**src/rtl/flarb_pkg.sv**
```systemverilog
package flarb_pkg;

    typedef enum logic [1:0] {
        SEQ_IDLE  = 2'b00,
        SEQ_PROG  = 2'b01,
        SEQ_ERASE = 2'b10,
        SEQ_SPARE = 2'b11
    } seq_e;

    typedef enum logic [1:0] {
        ST_RUN,
        ST_SUSP_WAIT,
        ST_PAUSED,
        ST_RECOVER
    } arb_st_e;

    typedef struct packed {
        logic suspend;
        logic abort;
        logic resume;
        logic mask_ack;
        logic crit_ack;
    } arb_cmd_t;

    function automatic logic seq_busy(input logic [1:0] s);
        return (s == SEQ_PROG) || (s == SEQ_ERASE);
    endfunction

    function automatic int cnt_w(input int n);
        return (n < 2) ? 1 : $clog2(n);
    endfunction

endpackage

```
**src/rtl/flarb_delay.sv**
```systemverilog
module flarb_delay #(
    parameter int LEN = 4
) (
    input  logic clk,
    input  logic rst,
    input  logic start_i,
    input  logic cancel_i,
    output logic done_o
);
    localparam int CW = flarb_pkg::cnt_w(LEN);

    generate
        if (LEN <= 1) begin : g_single
            logic busy_q;
            always_ff @(posedge clk) begin
                if (rst) busy_q <= 1'b0;
                else     busy_q <= start_i && !cancel_i;
            end
            assign done_o = busy_q;
        end else begin : g_count
            localparam logic [CW-1:0] LAST = CW'(LEN - 1);
            logic          busy_q;
            logic [CW-1:0] cnt_q;
            logic          hit;
            assign hit    = busy_q && (cnt_q == LAST);
            assign done_o = hit;
            always_ff @(posedge clk) begin
                if (rst) begin
                    busy_q <= 1'b0;
                    cnt_q  <= '0;
                end else if (start_i) begin
                    busy_q <= 1'b1;
                    cnt_q  <= '0;
                end else if (cancel_i || hit) begin
                    busy_q <= 1'b0;
                end else if (busy_q) begin
                    cnt_q <= cnt_q + 1'b1;
                end
            end
        end
    endgenerate
endmodule

```
**src/rtl/flarb_sticky.sv**
```systemverilog
module flarb_sticky (
    input  logic clk,
    input  logic rst,
    input  logic set_i,
    input  logic clr_i,
    output logic q_o
);
    always_ff @(posedge clk) begin
        if (rst)        q_o <= 1'b0;
        else if (set_i) q_o <= 1'b1;
        else if (clr_i) q_o <= 1'b0;
    end
endmodule

```
**src/rtl/flarb_fsm.sv**
```systemverilog
module flarb_fsm
    import flarb_pkg::*;
(
    input  logic       clk,
    input  logic       rst,
    input  logic [1:0] seq_i,
    input  logic       susp_en_i,
    input  logic       resume_wr_i,
    input  logic       resume_val_i,
    input  logic       mask_req_i,
    input  logic       crit_req_i,
    input  logic       lat_done_i,
    input  logic       rec_done_i,
    output logic       lat_start_o,
    output logic       lat_cancel_o,
    output logic       rec_start_o,
    output logic       abort_now_o,
    output arb_cmd_t   cmd_o,
    output logic       paused_o
);
    arb_st_e  st_q, st_d;
    arb_cmd_t cmd_d;

    always_comb begin
        st_d         = st_q;
        cmd_d        = '0;
        lat_start_o  = 1'b0;
        lat_cancel_o = 1'b0;
        rec_start_o  = 1'b0;
        unique case (st_q)
            ST_RUN: begin
                if (crit_req_i) begin
                    if (seq_busy(seq_i)) begin
                        cmd_d.abort = 1'b1;
                        rec_start_o = 1'b1;
                        st_d        = ST_RECOVER;
                    end else begin
                        cmd_d.crit_ack = 1'b1;
                    end
                end else if (mask_req_i) begin
                    if (!seq_busy(seq_i)) begin
                        cmd_d.mask_ack = 1'b1;
                    end else if ((seq_i == SEQ_ERASE) && susp_en_i) begin
                        cmd_d.suspend = 1'b1;
                        lat_start_o   = 1'b1;
                        st_d          = ST_SUSP_WAIT;
                    end
                end
            end
            ST_SUSP_WAIT: begin
                if (crit_req_i) begin
                    cmd_d.abort  = 1'b1;
                    rec_start_o  = 1'b1;
                    lat_cancel_o = 1'b1;
                    st_d         = ST_RECOVER;
                end else if (lat_done_i) begin
                    cmd_d.mask_ack = 1'b1;
                    st_d           = ST_PAUSED;
                end
            end
            ST_PAUSED: begin
                if (crit_req_i) begin
                    cmd_d.abort = 1'b1;
                    rec_start_o = 1'b1;
                    st_d        = ST_RECOVER;
                end else if (resume_wr_i && !resume_val_i) begin
                    cmd_d.resume = 1'b1;
                    st_d         = ST_RUN;
                end else if (mask_req_i) begin
                    cmd_d.mask_ack = 1'b1;
                end
            end
            ST_RECOVER: begin
                if (rec_done_i) begin
                    cmd_d.crit_ack = 1'b1;
                    st_d           = ST_RUN;
                end
            end
            default: st_d = ST_RUN;
        endcase
    end

    assign abort_now_o = cmd_d.abort;
    assign paused_o    = (st_q == ST_PAUSED);

    always_ff @(posedge clk) begin
        if (rst) begin
            st_q  <= ST_RUN;
            cmd_o <= '0;
        end else begin
            st_q  <= st_d;
            cmd_o <= cmd_d;
        end
    end
endmodule

```
**src/rtl/flash_irq_arbiter.sv**
```systemverilog
module flash_irq_arbiter
    import flarb_pkg::*;
#(
    parameter int SUSP_LAT = 4,
    parameter int REC_CYC  = 8
) (
    input  logic       clk,
    input  logic       rst,
    input  logic [1:0] seq_state_i,
    input  logic       susp_en_i,
    input  logic       resume_wr_i,
    input  logic       resume_val_i,
    input  logic       mask_req_i,
    input  logic       crit_req_i,
    input  logic       abort_clr_i,
    output logic       mask_ack_o,
    output logic       crit_ack_o,
    output logic       suspend_o,
    output logic       abort_o,
    output logic       resume_o,
    output logic       suspended_o,
    output logic       aborted_o
);
    arb_cmd_t cmd;
    logic lat_start, lat_cancel, lat_done;
    logic rec_start, rec_done, abort_now;

    flarb_fsm u_fsm (
        .clk          (clk),
        .rst          (rst),
        .seq_i        (seq_state_i),
        .susp_en_i    (susp_en_i),
        .resume_wr_i  (resume_wr_i),
        .resume_val_i (resume_val_i),
        .mask_req_i   (mask_req_i),
        .crit_req_i   (crit_req_i),
        .lat_done_i   (lat_done),
        .rec_done_i   (rec_done),
        .lat_start_o  (lat_start),
        .lat_cancel_o (lat_cancel),
        .rec_start_o  (rec_start),
        .abort_now_o  (abort_now),
        .cmd_o        (cmd),
        .paused_o     (suspended_o)
    );

    flarb_delay #(.LEN(SUSP_LAT)) u_lat (
        .clk      (clk),
        .rst      (rst),
        .start_i  (lat_start),
        .cancel_i (lat_cancel),
        .done_o   (lat_done)
    );

    flarb_delay #(.LEN(REC_CYC)) u_rec (
        .clk      (clk),
        .rst      (rst),
        .start_i  (rec_start),
        .cancel_i (1'b0),
        .done_o   (rec_done)
    );

    flarb_sticky u_flag (
        .clk   (clk),
        .rst   (rst),
        .set_i (abort_now),
        .clr_i (abort_clr_i),
        .q_o   (aborted_o)
    );

    assign mask_ack_o = cmd.mask_ack;
    assign crit_ack_o = cmd.crit_ack;
    assign suspend_o  = cmd.suspend;
    assign abort_o    = cmd.abort;
    assign resume_o   = cmd.resume;
endmodule

```
**config.mk**
```make
export PLATFORM = sky130hd
export DESIGN_NAME = flash_irq_arbiter
export DESIGN_NICKNAME = d
export VERILOG_FILES = /design/src/rtl/flarb_pkg.sv /design/src/rtl/flarb_delay.sv /design/src/rtl/flarb_sticky.sv /design/src/rtl/flarb_fsm.sv /design/src/rtl/flash_irq_arbiter.sv
export SDC_FILE = /design/constraint.sdc
export NUM_CORES = 1
export LEC_CHECK = 0
export BUFFER_PORTS_ARGS = -buffer_cell sky130_fd_sc_hd__buf_2
export CAP_MARGIN = 20
export CORE_ASPECT_RATIO = 0.5
export CORE_MARGIN = 2
export CORE_UTILIZATION = 32
export DETAILED_ROUTE_END_ITERATION = 16
export PLACE_DENSITY = 0.52
export SLEW_MARGIN = 20
export SYNTH_ARGS = -nofsm -noshare
export SYNTH_HDL_FRONTEND = slang
export SYNTH_HIERARCHICAL = 1
export SYNTH_SLANG_ARGS = --single-unit
export TNS_END_PERCENT = 1
```
**constraint.sdc**
```tcl
create_clock -name clk -period 3.1 [get_ports clk]
set_input_delay 0 -clock clk [delete_from_list [all_inputs] [get_ports clk]]
set_output_delay 0 -clock clk [all_outputs]
set_load 0.1 [all_outputs]
```
[Yosys cells after proc, flatten, opt, wreduce, memory -nomap -nowiden]
Cells that the tools add are included.
Storage, ports and cells
  flip-flop bits (word level): 15
  input bits: 10
  output and inout bits: 7
  logic and storage cells: 87
Cells by class
  add/subtract/negate cells: 2
  equal/unequal tests: 13
  muxes and demuxes: 40
  bitwise gates (word level): 3
  reductions and logical operators: 18
Operators with widths (number)
  1-bit 2-to-1 mux: 26
  2-bit 2-to-1 mux: 10
  3-bit by 2-bit inequality test with 1-bit output (second input constant): 3
  2-bit == test (second input constant): 4
  2-bit one-hot mux with 4 select lines: 1
  6-bit AND reduction: 1
  2-bit nonzero test: 3
  2-bit OR reduction: 3
  2-bit by 1-bit == test with 1-bit output (second input constant): 2
  1-bit logical AND: 4
  1-bit one-hot mux with 2 select lines: 2
  2-bit AND reduction: 2
  3-bit by 1-bit adder with 3-bit output (second input constant): 1
  3-bit == test (second input constant): 1
  3-bit inequality test (second input constant): 1
  1-bit NOT: 3
  1-bit one-hot mux with 3 select lines: 1
  3-bit OR reduction: 1
  2-bit by 1-bit adder with 2-bit output (second input constant): 1
  2-bit zero test: 1
  1-bit logical OR: 2
  2-bit by 1-bit inequality test with 1-bit output (second input constant): 1
  2-bit inequality test (second input constant): 1
  1-bit zero test: 1

[Longest topological paths before layout]
  depth in word-level cells: 8
  gate-level depth with buffers: 8
  mapped depth without buffers: 7

[Modules after synthesis]
The synthesis kept the hierarchy.
By module, submodules not included
  flarb_fsm: times used 1, cells an instance 49, area an instance 456.7 um^2, seq. area each 140.1 um^2
  flarb_delay at u_rec: times used 1, cells an instance 18, area an instance 216.5 um^2, seq. area each 80.1 um^2
  flarb_delay at u_lat: times used 1, cells an instance 13, area an instance 158.9 um^2, seq. area each 60.1 um^2
  flarb_sticky: times used 1, cells an instance 4, area an instance 38.8 um^2, seq. area each 20.0 um^2
  flash_irq_arbiter: times used 1, cells an instance 1, area an instance 3.8 um^2, seq. area each 0.0 um^2

[Least setup slack after synthesis]
OpenSTA, ideal clock, no wires.
  kind: register to register
  start point: register u_fsm.st_q[0]
  end point: register u_fsm.st_q[1]
  library setup time: 0.070 ns
  arrival: 2.058 ns
  data required time: 3.030 ns
  path slack: 0.972 ns
  stages on the path, launching flop included: 6
  buffers on the path: 0
  period minus slack after synthesis: 2.128 ns
  cell sequence: dfxtp_1 > inv_1 > ha_1 > a32o_1 > or4_1 > a21oi_1
Between the ends
  cells in the longest elaborated chain, start to end: 3
  elaborated cells between the ends (all ways): 12
  those cells by class: eq/ne (9); mux (1); reduce/logical (2)
Ends and longest elaborated chain
  start: declaration: line flarb_fsm.sv:21  | arb_st_e st_q, st_d;
  start signal: assignment: line flarb_fsm.sv:91  | st_q <= st_d;
  2-bit == test *
  named net suspended_o: line flash_irq_arbiter.sv:21  | output logic suspended_o,
  3-bit by 2-bit inequality test with 1-bit output (no line)
  6-bit AND reduction (no line)
Mark *: on every way through the listed nets, which the timed path passes. The rest lies on a longest branch.
A chain may end at the register's enable or synchronous reset.

[Final worst setup path]
  start point: register u_fsm.st_q[0]
  end point: register u_rec.g_count.cnt_q[2]
Between the ends
  cells in the longest elaborated chain, start to end: 4
  elaborated cells between the ends (all ways): 6
  those cells by class: eq/ne (2); mux (1); reduce/logical (3)
Ends and longest elaborated chain
  2-bit == test / 2-bit by 1-bit == test with 1-bit output (equally long branches)
  2-bit OR reduction (no line)
  1-bit one-hot mux with 2 select lines *
  named net abort_now: line flash_irq_arbiter.sv:26  | logic rec_start, rec_done, abort_now;
  2-bit OR reduction (no line) *
  end signal: assignment: line flarb_delay.sv:37  | cnt_q <= cnt_q + 1'b1;
  end: declaration: line flarb_delay.sv:23  | logic [CW-1:0] cnt_q;
Marks and branches as above.

==> results.json <==
{
  "r2r_end": "u_rec/g_count.cnt_q[2]",
  "drive_gt1_share_pct": 35.0,
  "critPathArrivalTime_ns": 2.31,
  "irDropWorstVdd_v": 0.000267,
  "synthTopCellsByArea": "dfxtp_1, ha_1, nor3b_1",
  "regArea_um2": 300,
  "firstDrtPassIters": 4,
  "avgRoutedWirePerCell_um": 12.1,
  "top_layer": "met4",
  "critical_path_required_ns": 3.24,
  "yosysSeqAreaShare_pct": 34.3,
  "async_flop_share_pct": 0,
  "overflow": 0,
  "p_clk_share_pct": 20.2,
  "intPower_uw": 445,
  "rr_startpoint": "u_fsm/st_q[0]",
  "area_delta_synth_final_pct": 17.6,
  "port_buffers": 16,
  "nFillCells": 280,
  "clock_latency_ns": 0.25,
  "start_util_pct": 33.6,
  "layout_commonest_cell": "buf_2",
  "switchingPower_uw": 361,
  "fmax_ghz": 0.461,
  "skew_ns": 0.000400,
  "num_rows": 13,
  "maxSlewViolCount": 0,
  "pin_count": 17,
  "cap_violations": 0,
  "fp.coreArea_mm2": 0.00260,
  "drtIter0Drc": 35,
  "power.density_mw_per_mm2": 783,
  "die_h_um": 41.0,
  "multi_input_area_um2": 532,
  "synthFlopType": "dfxtp_1",
  "ant_nets": 0,
  "endpoint_kind": "register",
  "grt_antenna_before_repair": 0,
  "wl_met2_um": 754,
  "cts_inserted_buffers": 3,
  "syn_inst": 85,
  "swShare_pct": 44.8,
  "hold_buffers": 0,
  "min_from": "abort_clr_i",
  "final.setup.tns_ns": 0,
  "clk_path_buf_depth": 2,
  "cts.sink_count": 15,
  "nets": 123,
  "htree_num_levels": 1,
  "num_vias": 676,
  "reg2reg_setup_slack_ns": 0.93,
  "antenna_cells": 0,
  "dr_wl_met3_um": 69,
  "final_area_mm2": 0.00103,
  "synth_edf_count": 0,
  "hold_slack_ns": 0.0257,
  "syn-num-nets": 104,
  "cts_tree": "done",
  "route.detailed.drc": 0,
  "period_share_pct": 70.0,
  "cp_max_fo": 8,
  "r2r.worst_path.cells": 7,
  "tightest_slew_ns": 0.792,
  "yosys.area.top_type": "dfxtp_1",
  "crit_start": "u_fsm/st_q[0]",
  "post_cts_buffers": 0,
  "gp_congestion": 0.795,
  "hold_depth": 3,
  "crit_path_end": "u_rec/g_count.cnt_q[2]",
  "rsz0062_at_grt": "no",
  "syn_avg_cell_area_um2": 10.3,
  "p_total_uw": 805,
  "hold_path_class": "in2reg",
  "grt_usage_pct": 11.5,
  "grt_pass1_vias": 547,
  "hold_violations": 0,
  "ys_seq_elements": 15,
  "status": "completed",
  "die-area_mm2": 0.00319,
  "relSlewSlack_pct": 46.8,
  "period_minus_slack_ns": 2.17,
  "root_buffer": "clkbuf_8",
  "cp-start-kind": "register",
  "yosys_warnings": 6,
  "clk_pin_slew_worst_paths_ns": 0.06,
  "cts_resized": 0,
  "comb_power_share_pct": 48.8,
  "grt_max_degree": 21,
  "via_per_inst": 4.83,
  "setup_viol": 0,
  "syn-cell-area_um2": 875,
  "path_class": "reg2reg",
  "layout_common_cells": "buf_2, dfxtp_1, ha_1",
  "synth_top_area_share_pct": 34.3,
  "place_hpwl_um": 1280,
  "leakagePower_nw": 0.444,
  "placed_area_um2": 982,
  "power_frac_seq_pct": 31.0,
  "synth.distinct_cells": 34,
  "drt_wl_total_um": 1690,
  "grt_first_pass_wirelength_um": 2660,
  "die_w_um": 77.9,
  "wl_met1_um": 859
}
[worst max-delay path, cell delays in order (launching register included)]
cell      delay [ns]
dfxtp_1         0.36
inv_1           0.12
ha_1            0.27
nand2b_1        0.12
nor2b_1         0.16
nor3_1          0.61
nor3b_1         0.13
mux2_2          0.28
[cell usage after synthesis (all sizes together) (2+ instances only)]
master,instances
nand2b,3
nor4,3
o21ba,2
dfxtp,15
mux2,5
nor2,2
nand3,2
nor3b,11
inv,5
buf,2
and2,3
ha,9
a21oi,2
nor3,6
[worst min-delay path by stage]
stage                 end  slack, ns
2_1_floorplan  u_flag/q_o       0.06
3_3_place_gp   u_flag/q_o       0.29
3_5_place_dp   u_flag/q_o       0.29
4_1_cts        u_flag/q_o       0.02
5_1_grt        u_flag/q_o       0.04
6_report       u_flag/q_o       0.03
[layer usage]
| layer | GRT usage, % | up-vias |
|---|---|---|
| met4 | 1.32 | 0 |
| li1 | - | 343 |
| met3 | 5.29 | 2 |
| met2 | 19.0 | 8 |
| met5 | 0 | - |
| met1 | 14.5 | 323 |
[registers in the layout, summed over array words and instances, names as in the netlist]
register,count
u_rec/g_count.cnt_q,3
u_fsm/st_q,2
u_lat/g_count.busy_q,1
u_rec/g_count.busy_q,1
u_flag/q_o,1
u_fsm/cmd_o,5
u_lat/g_count.cnt_q,2
[layout make-up]
class,count,share of cell area (%)
clock buffers,3,4.01
clock inverters,1,0.487
inverters,6,2.31
multi-input cells,62,51.7
flip-flops and latches,15,29.2
well taps,37,4.50
repair buffers,16,7.79
[per-stage QoR]
stage	std cells	setup WS, ns	utilization (%)
floorplan	85	0.972	-
global placement	136	1.02	37.7
detailed placement	136	1.00	37.7
CTS	140	0.978	39.5
global route	140	0.789	39.5
finish	140	0.930	39.5
[cell families after synthesis]
logic type	Yosys count	synth area share, %
AND/OR/NAND/NOR	35	29.8
multiplexers	5	6.44
adder cells (fa/ha/maj)	9	12.9
buffers and inverters	8	4.86
AO/OA/AOI/OAI	12	11.3
flip-flops	15	34.3
other	1	0.429
[power groups by stage]
stage               sequential (mW)  combinational, mW  clock, mW
global placement              0.252              0.391          0
finish                        0.249              0.393      0.163
detailed placement            0.253              0.387          0
floorplan                     0.329              0.253          0
CTS                           0.249              0.390      0.169
global route                  0.256              0.422      0.175
No activity file was read; power rests on OpenSTA's default activity.
